File: src/rtl/mcpwm_pkg.sv
package mcpwm_pkg;

    typedef enum logic [2:0] {
        ARR_PD   = 3'd0,
        ARR_POD  = 3'd1,
        ARR_APOD = 3'd2,
        ARR_PS   = 3'd3,
        ARR_HPS  = 3'd4
    } arr_e;

    localparam int PH_W  = 9;
    localparam int CAR_W = 8;

    typedef struct packed {
        logic [PH_W-1:0] ph;
        logic            smp;
    } phase_s;

    function automatic logic [CAR_W-1:0] tri_of(input logic [PH_W-1:0] p);
        return p[PH_W-1] ? ~p[CAR_W-1:0] : p[CAR_W-1:0];
    endfunction

    function automatic logic [6:0] qsine(input logic [3:0] k);
        logic [6:0] r;
        case (k)
            4'd0:  r = 7'd6;
            4'd1:  r = 7'd19;
            4'd2:  r = 7'd31;
            4'd3:  r = 7'd43;
            4'd4:  r = 7'd54;
            4'd5:  r = 7'd65;
            4'd6:  r = 7'd76;
            4'd7:  r = 7'd85;
            4'd8:  r = 7'd94;
            4'd9:  r = 7'd102;
            4'd10: r = 7'd109;
            4'd11: r = 7'd115;
            4'd12: r = 7'd120;
            4'd13: r = 7'd123;
            4'd14: r = 7'd126;
            default: r = 7'd127;
        endcase
        return r;
    endfunction

    function automatic logic signed [17:0] wave(input logic [5:0] a);
        logic [3:0] idx;
        logic signed [17:0] mag;
        idx = a[4] ? ~a[3:0] : a[3:0];
        mag = $signed({11'd0, qsine(idx)});
        return a[5] ? -mag : mag;
    endfunction

endpackage

File: src/rtl/mcpwm_timebase.sv
module mcpwm_timebase
    import mcpwm_pkg::*;
#(
    parameter int MF = 15,
    localparam int PERIOD = 512 * MF,
    localparam int MW = $clog2(PERIOD)
) (
    input  logic          clk,
    input  logic          rst,
    input  logic [1:0]    step,
    output logic [MW-1:0] m,
    output phase_s        phs
);
    localparam int ALIGN = (256 - (128 * MF) % 512 + 512) % 512;

    always_ff @(posedge clk) begin
        if (rst)
            m <= '0;
        else if (m == MW'(PERIOD - 1))
            m <= '0;
        else
            m <= m + 1'b1;
    end

    always_comb begin
        phs.ph  = m[PH_W-1:0] + PH_W'(ALIGN) + {step, 7'd0};
        phs.smp = (phs.ph == 9'd0) || (phs.ph == 9'd256);
    end

endmodule

File: src/rtl/mcpwm_reference.sv
module mcpwm_reference
    import mcpwm_pkg::*;
#(
    parameter int MF = 15,
    parameter int MW = 13
) (
    input  logic             clk,
    input  logic             rst,
    input  logic [MW-1:0]    m,
    input  logic             smp,
    input  logic [7:0]       depth,
    input  logic             third_en,
    output logic [CAR_W-1:0] ref_q
);
    localparam int DIV = 8 * MF;

    logic [5:0]         ang;
    logic [5:0]         ang3;
    logic signed [17:0] s1, s3, hp, v, sp, r;
    logic [CAR_W-1:0]   ref_n;

    always_comb begin
        ang  = 6'(m / MW'(DIV));
        ang3 = ang * 6'd3;
        s1   = wave(ang);
        s3   = wave(ang3);
        hp   = s3 * 18'sd77;
        v    = s1 + (third_en ? (hp >>> 8) : 18'sd0);
        sp   = v * $signed({10'd0, depth});
        r    = 18'sd128 + (sp >>> 8);
        if (r < 18'sd0)
            ref_n = '0;
        else if (r > 18'sd255)
            ref_n = '1;
        else
            ref_n = r[CAR_W-1:0];
    end

    always_ff @(posedge clk) begin
        if (rst)
            ref_q <= 8'd128;
        else if (smp)
            ref_q <= ref_n;
    end

endmodule

File: src/rtl/mcpwm_carriers.sv
module mcpwm_carriers
    import mcpwm_pkg::*;
#(
    parameter int N = 4
) (
    input  logic [2:0]                  mode,
    input  logic [PH_W-1:0]             ph,
    output logic [N-1:0][CAR_W-1:0]     car
);
    localparam int BAND     = 256 / N;
    localparam int BSH      = $clog2(N);
    localparam int HALF     = N / 2;
    localparam int PS_STEP  = 512 / N;
    localparam int HPS_STEP = 512 / HALF;

    for (genvar gi = 0; gi < N; gi++) begin : g_car
        localparam logic [PH_W-1:0]  PSO  = PH_W'((PS_STEP * gi) % 512);
        localparam logic [PH_W-1:0]  HSO  = PH_W'((HPS_STEP * (gi % HALF)) % 512);
        localparam logic [CAR_W-1:0] BOFF = CAR_W'(BAND * gi);
        localparam logic [CAR_W-1:0] GOFF = CAR_W'(128 * (gi / HALF));
        localparam bit INV_LO  = (gi < HALF);
        localparam bit INV_ODD = ((gi % 2) == 1);

        logic [CAR_W-1:0] ramp, up, dn;

        always_comb begin
            ramp = tri_of(ph) >> BSH;
            up   = BOFF + ramp;
            dn   = BOFF + (CAR_W'(BAND - 1) - ramp);
            case (mode)
                ARR_POD:  car[gi] = INV_LO ? dn : up;
                ARR_APOD: car[gi] = INV_ODD ? dn : up;
                ARR_PS:   car[gi] = tri_of(ph + PSO);
                ARR_HPS:  car[gi] = GOFF + (tri_of(ph + HSO) >> 1);
                default:  car[gi] = up;
            endcase
        end
    end

endmodule

File: src/rtl/mcpwm_gen.sv
module mcpwm_gen
    import mcpwm_pkg::*;
#(
    parameter int N  = 4,
    parameter int MF = 15,
    localparam int LW = $clog2(N + 1),
    localparam int MW = $clog2(512 * MF)
) (
    input  logic          clk,
    input  logic          rst,
    input  logic [7:0]    depth,
    input  logic [2:0]    mode,
    input  logic          third_en,
    input  logic [1:0]    step,
    output logic [N-1:0]  fire,
    output logic [LW-1:0] level
);
    logic [MW-1:0]              m;
    phase_s                     phs;
    logic [CAR_W-1:0]           ref_q;
    logic [N-1:0][CAR_W-1:0]    car;
    logic [N-1:0]               fire_d;
    logic [LW-1:0]              lvl_d;

    mcpwm_timebase #(.MF(MF)) u_tb (
        .clk  (clk),
        .rst  (rst),
        .step (step),
        .m    (m),
        .phs  (phs)
    );

    mcpwm_reference #(.MF(MF), .MW(MW)) u_ref (
        .clk      (clk),
        .rst      (rst),
        .m        (m),
        .smp      (phs.smp),
        .depth    (depth),
        .third_en (third_en),
        .ref_q    (ref_q)
    );

    mcpwm_carriers #(.N(N)) u_car (
        .mode (mode),
        .ph   (phs.ph),
        .car  (car)
    );

    always_comb begin
        lvl_d = '0;
        for (int i = 0; i < N; i++) begin
            fire_d[i] = ref_q > car[i];
            lvl_d     = lvl_d + LW'(fire_d[i]);
        end
    end

    always_ff @(posedge clk) begin
        if (rst) begin
            fire  <= '0;
            level <= '0;
        end else begin
            fire  <= fire_d;
            level <= lvl_d;
        end
    end

endmodule

File: config.mk
export PLATFORM = sky130hd
export DESIGN_NAME = mcpwm_gen
export DESIGN_NICKNAME = d
export VERILOG_FILES = /design/src/rtl/mcpwm_pkg.sv /design/src/rtl/mcpwm_timebase.sv /design/src/rtl/mcpwm_reference.sv /design/src/rtl/mcpwm_carriers.sv /design/src/rtl/mcpwm_gen.sv
export SDC_FILE = /design/constraint.sdc
export NUM_CORES = 1
export LEC_CHECK = 0
export ABC_AREA = 1
export BUFFER_PORTS_ARGS = -buffer_cell sky130_fd_sc_hd__buf_2
export CAP_MARGIN = 15
export CELL_PAD_IN_SITES_DETAIL_PLACEMENT = 2
export CELL_PAD_IN_SITES_GLOBAL_PLACEMENT = 2
export CORE_AREA = 8 8 172 174
export DETAILED_ROUTE_END_ITERATION = 6
export DIE_AREA = 0 0 180 182
export PLACE_DENSITY = 0.88
export SYNTH_ARGS = -nofsm -noshare
export SYNTH_HDL_FRONTEND = slang
export SYNTH_HIERARCHICAL = 1
export SYNTH_SLANG_ARGS = --single-unit
export TNS_END_PERCENT = 50
File: constraint.sdc
create_clock -name clk -period 25.7 [get_ports clk]
set_input_delay 5.14 -clock clk [delete_from_list [all_inputs] [get_ports clk]]
set_output_delay 5.14 -clock clk [all_outputs]
set_load 0.02 [all_outputs]
==> Implementation_results.wiki, run 1 <==
{| class="wikitable"
! Metric !! Value
|-
| Total wire length || around 34000 um
|-
| GRT Overall Usage || roughly a fifth
|-
| Final Hold Vio Count || 0
|-
| Reported leakage power || around 6.2 nW
|-
| Number of storage elements in the synthesis netlist || 28
|-
| Clk_lat worst skew || between 0.2 and 0.3 ns
|-
| Die span in x || around 180 um
|-
| Hold path startpoint || u_ref/ref_q[0]
|-
| Overflow left after global routing || 0
|-
| Final worst-path cycle share || between 60% and 70%
|-
| Area leader, netlist || sky130_fd_sc_hd__ha_1
|-
| Hold slack final || a little under 0.5 ns
|-
| Total I/O pin count || 23
|-
| Minimum clock period || around 16 ns
|-
| Initial DRC count || approximately 290
|-
| Global-route wire length before repair || about 57000 um
|-
| Final Util || between 40% and 50%
|-
| Sequential share of the synthesized area || under 10%
|-
| Primary FF master, synth || sky130_fd_sc_hd__dfxtp_1
|-
| CP Max Fanout || 13
|-
| Cell area after synthesis || between 10000 and 15000 um2
|-
| Fraction of final layout cells with drive strength greater than 1 || under 10%
|-
| Cell with the largest stage delay on the worst path || sky130_fd_sc_hd__dfxtp_1
|-
| Number of instances in the synthesized netlist || between 1500 and 2000
|-
| Total power density per cell area || approximately 16 nW/um2
|-
| Remaining antenna violation count || 0
|-
| Die Area || between 30000 and 40000 um2
|-
| Average wire per cell in the routed design || about 17 um
|-
| Worst relative slew slack || between 20% and 30%
|-
| Core Area || 26650 um2
|-
| Synthesis-to-finish area growth || 4.205%
|-
| Yosys cell types || between 50 and 60
|-
| Initial DRT Pass Iterations || 4
|-
| Clock sinks || 28
|-
| Fraction of synthesized cell area taken by the top area cell type || 18.23%
|-
| Most frequent standard cell in the layout excluding fill and tap cells || sky130_fd_sc_hd__nand2_1
|-
| Via-to-Cell Ratio || 5.128
|-
| IO Port Bufs || 22
|-
| Most frequent CP cell || sky130_fd_sc_hd__nand2_1
|-
| Unrepaired setup endpoints after global routing || no
|-
| Avg Inst Size Synth || roughly 6.5 um2
|-
| Setup Skew || approximately 0.0033 ns
|-
| Antenna violations before repair || 0
|-
| Data arrival time of the critical path || approximately 16 ns
|-
| Async set or reset register ratio after synthesis || 0%
|-
| Actual slew at the worst max-slew pin || around 1.1 ns
|-
| Crit Path Class || register to register
|-
| Maximum number of pins on one net before global-route repair || 27
|-
| Critical Path RT || roughly 26 ns
|-
| H-tree depth reported by CTS || 1
|-
| Via count || 10000
|-
| Launch point of the worst path || u_tb/m[8]
|-
| Starting density of the core || a little under 40%
|-
| DRC Markers || 0
|-
| Worst ir drop on vdd || between 0.00002 and 0.000025 V
|-
| Vias in the first global route || approximately 12000
|-
| Die height || between 150 and 200 um
|-
| Clock transition at the registers of the reported paths || roughly 0.07 ns
|-
| Weighted congestion at the end of routability-driven global placement || 0.8080
|-
| Post-synth EDFFs || 0
|-
| Number of buffers inserted by post-CTS setup repair || 0
|-
| Cts repair resizes || 0
|-
| Synthesized net count || ~1900
|-
| Worst Hold Class || register to register
|-
| Nature of the critical path startpoint || register
|-
| Number of synthesis warnings || 6
|-
| Setup TNS Final || 0 ns
|-
| Top achievable clock speed || a little over 60 MHz
|-
| Total number of placement rows || 60
|-
| TritonCTS clock tree || yes
|-
| Hold_buf cts || 0
|-
| NumNets Final || 1874
|-
| Element type at the critical path end || register
|-
| Final number of max-transition violations || 0
|-
| Max clock buf depth || 2
|-
| Max Cap Viol || 0
|-
| Origin of the critical flop-to-flop path || u_tb/m[8]
|-
| CTS root buffer || sky130_fd_sc_hd__clkbuf_16
|-
| Half-perimeter wire length of the detailed placement result || between 30000 and 40000 um
|-
| Cts bufs inserted || 3
|-
| Largest cells by area after synthesis || sky130_fd_sc_hd__ha_1 18%, sky130_fd_sc_hd__fa_1 18%, sky130_fd_sc_hd__nand2_1 17%
|-
| Number of endpoints failing setup at the final stage || 0
|-
| Critical Path Max Stage Delay || 0.57 ns
|-
| # diodes || 0
|-
| Run status || finished clean
|-
| Top library cells by usage in the layout, fill and taps aside || 482 x sky130_fd_sc_hd__nand2_1, 326 x sky130_fd_sc_hd__inv_1, 153 x sky130_fd_sc_hd__ha_1, 134 x sky130_fd_sc_hd__nor2_1, 95 x sky130_fd_sc_hd__fa_1
|}
-- cells by family after synthesis --
| family | synth area share (%) |
|---|---|
| and+or+nand+nor | 32.56 |
| AOI/OAI and AO/OA | 7.744 |
| DFF | 5.337 |
| buffers and inverters | 14.20 |
| adders and majority gates | 36.34 |
| xor gates and xnor gates | 3.824 |
-- layer usage --
layer	share of wire [%]	global-route usage, %	up-vias
met4	1.7	4.135	0
met2	54	41.45	92
met5	0	0	-
met1	43	24.03	4985
li1	-	-	4875
met3	1.1	1.357	48
-- synthesized netlist by cell type, types with 6 or more instances --
cell type	n
sky130_fd_sc_hd__nand3_2	6
sky130_fd_sc_hd__ha_1	153
sky130_fd_sc_hd__nand2_4	6
sky130_fd_sc_hd__fa_1	95
sky130_fd_sc_hd__nand4_1	13
sky130_fd_sc_hd__or2_2	17
sky130_fd_sc_hd__inv_2	17
sky130_fd_sc_hd__buf_4	13
sky130_fd_sc_hd__nor2_1	134
sky130_fd_sc_hd__nand2_2	20
sky130_fd_sc_hd__xnor2_1	21
sky130_fd_sc_hd__a21o_1	9
sky130_fd_sc_hd__o211ai_1	7
sky130_fd_sc_hd__o21ai_0	24
sky130_fd_sc_hd__nand3_1	59
sky130_fd_sc_hd__nor2_2	13
sky130_fd_sc_hd__xor2_1	23
sky130_fd_sc_hd__dfxtp_1	28
sky130_fd_sc_hd__nand2_1	482
sky130_fd_sc_hd__nand3b_1	9
sky130_fd_sc_hd__inv_1	326
sky130_fd_sc_hd__a21oi_1	67
sky130_fd_sc_hd__clkbuf_1	9
-- metrics by stage --
| step | power (mW) | worst slack [ns] | cell area, um2 | instances |
|---|---|---|---|---|
| after floorplan | 0.1091 | 12.09 | 10500 | 1612 |
| after global placement | 0.1280 | 10.54 | 10860 | 1946 |
| after detailed placement | 0.1373 | 9.371 | 10860 | 1946 |
| after CTS | 0.1792 | 9.341 | 10940 | 1950 |
| after global routing | 0.1914 | 8.041 | 10940 | 1950 |
| final | 0.1769 | 9.455 | 10940 | 1950 |
-- registers in the layout (all words and copies together), names as in the netlist --
register	count
fire	4
level	3
u_ref/ref_q	8
u_tb/m	13
-- report_power, final --
part           internal (mW)  switching (mW)
clock network         0.0240          0.0171
logic                 0.0288          0.0591
registers             0.0456         0.00244
-- worst max-delay path: cells and delay by family, from the launching register on --
kind,cells,cell delay [ns]
and+or+nand+nor,49,5.24
xor gates and xnor gates,3,0.86
buffers and inverters,6,0.39
DFF,1,0.57
AOI/OAI and AO/OA,13,2.81
adders and majority gates,16,6.26
-- path summary, 6_finish.rpt --
| kind | endpoint | slack [ns] | depth (start not counted) |
|---|---|---|---|
| max | u_ref/ref_q[3] | 9.45 | 87 |
| min | u_ref/ref_q[0] | 0.48 | 2 |
| max reg2reg | u_ref/ref_q[3] | 9.45 | 87 |
| min reg2reg | u_ref/ref_q[0] | 0.48 | 2 |
-- cell type report --
cell class / instances / area [um2]
Clock buffer: 4 / 88.84
Tap cell: 341 / 426.7
Fill cell: 3380 / 15710
Sequential cell: 28 / 560.5
Timing Repair Buffer: 22 / 110.1
Inverter: 348 / 1308
Multi-Input combinational cell: 1207 / 8451
No activity file was read; power rests on OpenSTA's default activity.
==> run 2, diff against run 1 <==
--- a/config.mk
+++ b/config.mk
@@ -10,10 +10,10 @@
 export CAP_MARGIN = 15
 export CELL_PAD_IN_SITES_DETAIL_PLACEMENT = 2
 export CELL_PAD_IN_SITES_GLOBAL_PLACEMENT = 2
-export CORE_AREA = 8 8 172 174
+export CORE_AREA = 8 8 185 187
 export DETAILED_ROUTE_END_ITERATION = 6
-export DIE_AREA = 0 0 180 182
-export PLACE_DENSITY = 0.88
+export DIE_AREA = 0 0 193 195
+export PLACE_DENSITY = 0.8
 export SYNTH_ARGS = -nofsm -noshare
 export SYNTH_HDL_FRONTEND = slang
 export SYNTH_HIERARCHICAL = 1
==> constraint.sdc (replaced) <==
create_clock -name clk -period 13.8 [get_ports clk]
set_input_delay 2.76 -clock clk [delete_from_list [all_inputs] [get_ports clk]]
set_output_delay 2.76 -clock clk [all_outputs]
set_load 0.02 [all_outputs]
==> run 2 against run 1 <==
  * The flow now finishes with violations (negative setup slack)
  * Sequential share of layout area decreased by 0.95 points
  * Register-to-register slack got worse by 9.9 ns
  * Critical path depth increased by 6
  * Combinational power increased by 95%
  * Global-route usage decreased by 1.5 points
==> Implementation_results.wiki, run 2 (synthesized netlist as in run 1, its figures left out) <==
{| class="wikitable"
! Metric !! Value
|-
| Vias in the first global route || 12200 (was 11560)
|-
| Antenna violations before repair || 0 (unchanged)
|-
| Actual slew at the worst max-slew pin || 1.000 ns (was 1.099 ns)
|-
| Worst ir drop on vdd || 0.00003286 V (was 0.00002130 V)
|-
| Overflow left after global routing || 0 (unchanged)
|-
| DRC Markers || 0 (unchanged)
|-
| Dpl cell area || 11480 um2 (was 10860 um2)
|-
| H-tree depth reported by CTS || 1 (unchanged)
|-
| Starting density of the core || 33.63% (was 39.41%)
|-
| # diodes || 0 (unchanged)
|-
| Die Area || 37640 um2 (was 32760 um2)
|-
| Unrepaired setup endpoints after global routing || yes (was no)
|-
| NumNets Final || 2024 (was 1874)
|-
| Fraction of final layout cells with drive strength greater than 1 || 31.38% (was 7.893%)
|-
| Via-to-Cell Ratio || 5.070 (was 5.128)
|-
| Max FFs per register || 13 (unchanged)
|-
| Clock transition at the registers of the reported paths || 0.08 ns (was 0.07 ns)
|-
| CTS root buffer || sky130_fd_sc_hd__clkbuf_16 (unchanged)
|-
| Die height || 195 um (was 182 um)
|-
| Initial DRT Pass Iterations || 4 (unchanged)
|-
| Remaining antenna violation count || 0 (unchanged)
|-
| Clock sinks || 28 (unchanged)
|-
| Final Hold Vio Count || 0 (unchanged)
|-
| Element type at the critical path end || register (unchanged)
|-
| Run status || complete, but fails checks (was finished clean)
|-
| Critical Path Max Stage Delay || 0.56 ns (was 0.57 ns)
|-
| Synthesis-to-finish area growth || 29.88% (was 4.205%)
|-
| Hold slack final || 0.4957 ns (was 0.4813 ns)
|-
| Design area || 13640 um2 (was 10940 um2)
|-
| Half-perimeter wire length of the detailed placement result || 28690 um (was 30190 um)
|-
| Global-route wire length before repair || 60150 um (was 57160 um)
|-
| Nature of the critical path startpoint || register (unchanged)
|-
| Clk_lat worst skew || 0.27 ns (about the same)
|-
| Core Area || 31230 um2 (was 26650 um2)
|-
| Total power density per cell area || 24.67 nW/um2 (was 16.17 nW/um2)
|-
| Top achievable clock speed || 70.39 MHz (was 61.56 MHz)
|-
| Final Util || 43.68% (was 41.07%)
|-
| Worst relative slew slack || 32.84% (was 26.06%)
|-
| Worst Hold Class || register to register (unchanged)
|-
| Number of endpoints failing setup at the final stage || 8 (was 0)
|-
| Least setup slack across all paths after layout || -0.4075 ns (was 9.455 ns)
|-
| CP Max Fanout || 8 (was 13)
|-
| Cts bufs inserted || 3 (unchanged)
|-
| Total number of placement rows || 65 (was 60)
|-
| Most frequent CP cell || sky130_fd_sc_hd__nand2_2 (was sky130_fd_sc_hd__nand2_1)
|-
| IO Port Bufs || 22 (unchanged)
|-
| Data arrival time of the critical path || 14.36 ns (was 16.39 ns)
|-
| Weighted congestion at the end of routability-driven global placement || 0.7764 (was 0.8080)
|-
| Top library cells by usage in the layout, fill and taps aside || 380 x sky130_fd_sc_hd__nand2_1, 286 x sky130_fd_sc_hd__inv_1, 135 x sky130_fd_sc_hd__buf_4, 119 x sky130_fd_sc_hd__ha_1, 118 x sky130_fd_sc_hd__nor2_1 (was 482 x sky130_fd_sc_hd__nand2_1, 326 x sky130_fd_sc_hd__inv_1, 153 x sky130_fd_sc_hd__ha_1, 134 x sky130_fd_sc_hd__nor2_1, 95 x sky130_fd_sc_hd__fa_1)
|-
| Max clock buf depth || 2 (unchanged)
|-
| Max Cap Viol || 0 (unchanged)
|-
| Minimum clock period || 14.21 ns (was 16.25 ns)
|-
| Average wire per cell in the routed design || 20.42 um (was 17.34 um)
|-
| Critical Path RT || 13.95 ns (was 25.85 ns)
|-
| Total wire length || 44130 um (was 33810 um)
|-
| Number of placed cells counting well taps || 2080 (was 1946)
|-
| Maximum number of pins on one net before global-route repair || 27 (unchanged)
|-
| Biggest register || u_tb/m (unchanged)
|-
| Initial DRC count || 253 (was 288)
|-
| Post-layout instance count excluding filler cells || 2161 (was 1950)
|-
| Die span in x || 193 um (was 180 um)
|-
| Final number of max-transition violations || 0 (unchanged)
|-
| Total I/O pin count || 23 (unchanged)
|-
| TritonCTS clock tree || yes (unchanged)
|-
| Cell with the largest stage delay on the worst path || sky130_fd_sc_hd__fa_1 (was sky130_fd_sc_hd__dfxtp_1)
|-
| Worst slack at placement || -0.9200 ns (was 9.371 ns)
|-
| GRT Overall Usage || 19.32% (was 20.85%)
|-
| Final worst-path cycle share || 103.0% (was 63.21%)
|-
| Failing checks || negative setup slack
|-
| Crit Path Class || register to register (unchanged)
|-
| Reported leakage power || 7.231 nW (was 6.249 nW)
|-
| Leading registers by flop count || u_tb/m (13), u_ref/ref_q (8), fire (4) (unchanged)
|-
| Via count || 10960 (was 10000)
|-
| Setup Skew || 0.005764 ns (was 0.003325 ns)
|-
| Most frequent standard cell in the layout excluding fill and tap cells || sky130_fd_sc_hd__nand2_1 (unchanged)
|}
## run 2: changes by cell type in the layout (fill, tap and decap cells not counted), sizes merged
| cell | change |
|---|---|
| clkinvlp | +2 |
| clkinv | -1 |
| inv | -1 |
| buf | +150 |
## run 2: what timing repair did
| item | in CTS | in global routing |
|---|---|---|
| setup endpoints to repair | 8 | 8 |
| endpoints found under the hold margin | 0 | 0 |
| hold buffers | 0 | 0 |
| buffers inserted | 38 | 39 |
| pin swaps | 74 | 182 |
| resized for setup | 121 | 255 |
## run 2: worst paths after layout
kind / from / to / slack, ns / depth (start not counted)
worst max-delay path: u_tb/m[10] / u_ref/ref_q[2] / -0.41 / 93
worst min-delay path: u_ref/ref_q[0] / u_ref/ref_q[0] / 0.50 / 2
worst max register to register: u_tb/m[10] / u_ref/ref_q[2] / -0.41 / 93
worst min register to register: u_ref/ref_q[0] / u_ref/ref_q[0] / 0.50 / 2
## run 2: per-layer routing
| layer | global-route usage [%] | share of wire [%] | wire length (um) | up-vias |
|---|---|---|---|---|
| li1 | - | - | - | 5186 |
| met3 | 1.051 | 1.5 | 659 | 89 |
| met4 | 4.303 | 3.1 | 1366 | 0 |
| met5 | 0 | 0 | 0 | - |
| met1 | 22.55 | 39 | 17080 | 5537 |
| met2 | 37.65 | 57 | 25030 | 145 |
## run 2: worst max-delay path, delay by kind of cell, from the launching register on
kind	cells	cell delay (ns)
AOI/OAI and AO/OA	10	1.56
xor gates and xnor gates	5	0.88
and+or+nand+nor	43	4.21
adders and majority gates	14	5.07
buffers and inverters	21	1.93
DFF	1	0.37
## run 2: power breakdown
group	leakage (nW)	switching (mW)	internal (mW)	total [mW]
Clock	0.0442	0.0320	0.0446	0.0767
Sequential	0.231	0.00426	0.0846	0.0889
Combinational	6.96	0.112	0.0589	0.171
## run 2: stage by stage
step	TNS [ns]	total power, mW
after global routing	-7.527	0.3688
final	-3.186	0.3365
after CTS	0	0.3303
after global placement	-0.8069	0.2383
after detailed placement	-7.130	0.2489
after floorplan	0	0.2031
## run 2: area by class of cell
cell class	count	area, um2
Fill cell	3634	17590
Tap cell	402	503.0
Sequential cell	28	569.3
Inverter	348	1325
Timing Repair Buffer	172	1292
Multi-Input combinational cell	1207	9862
Clock buffer	4	88.84
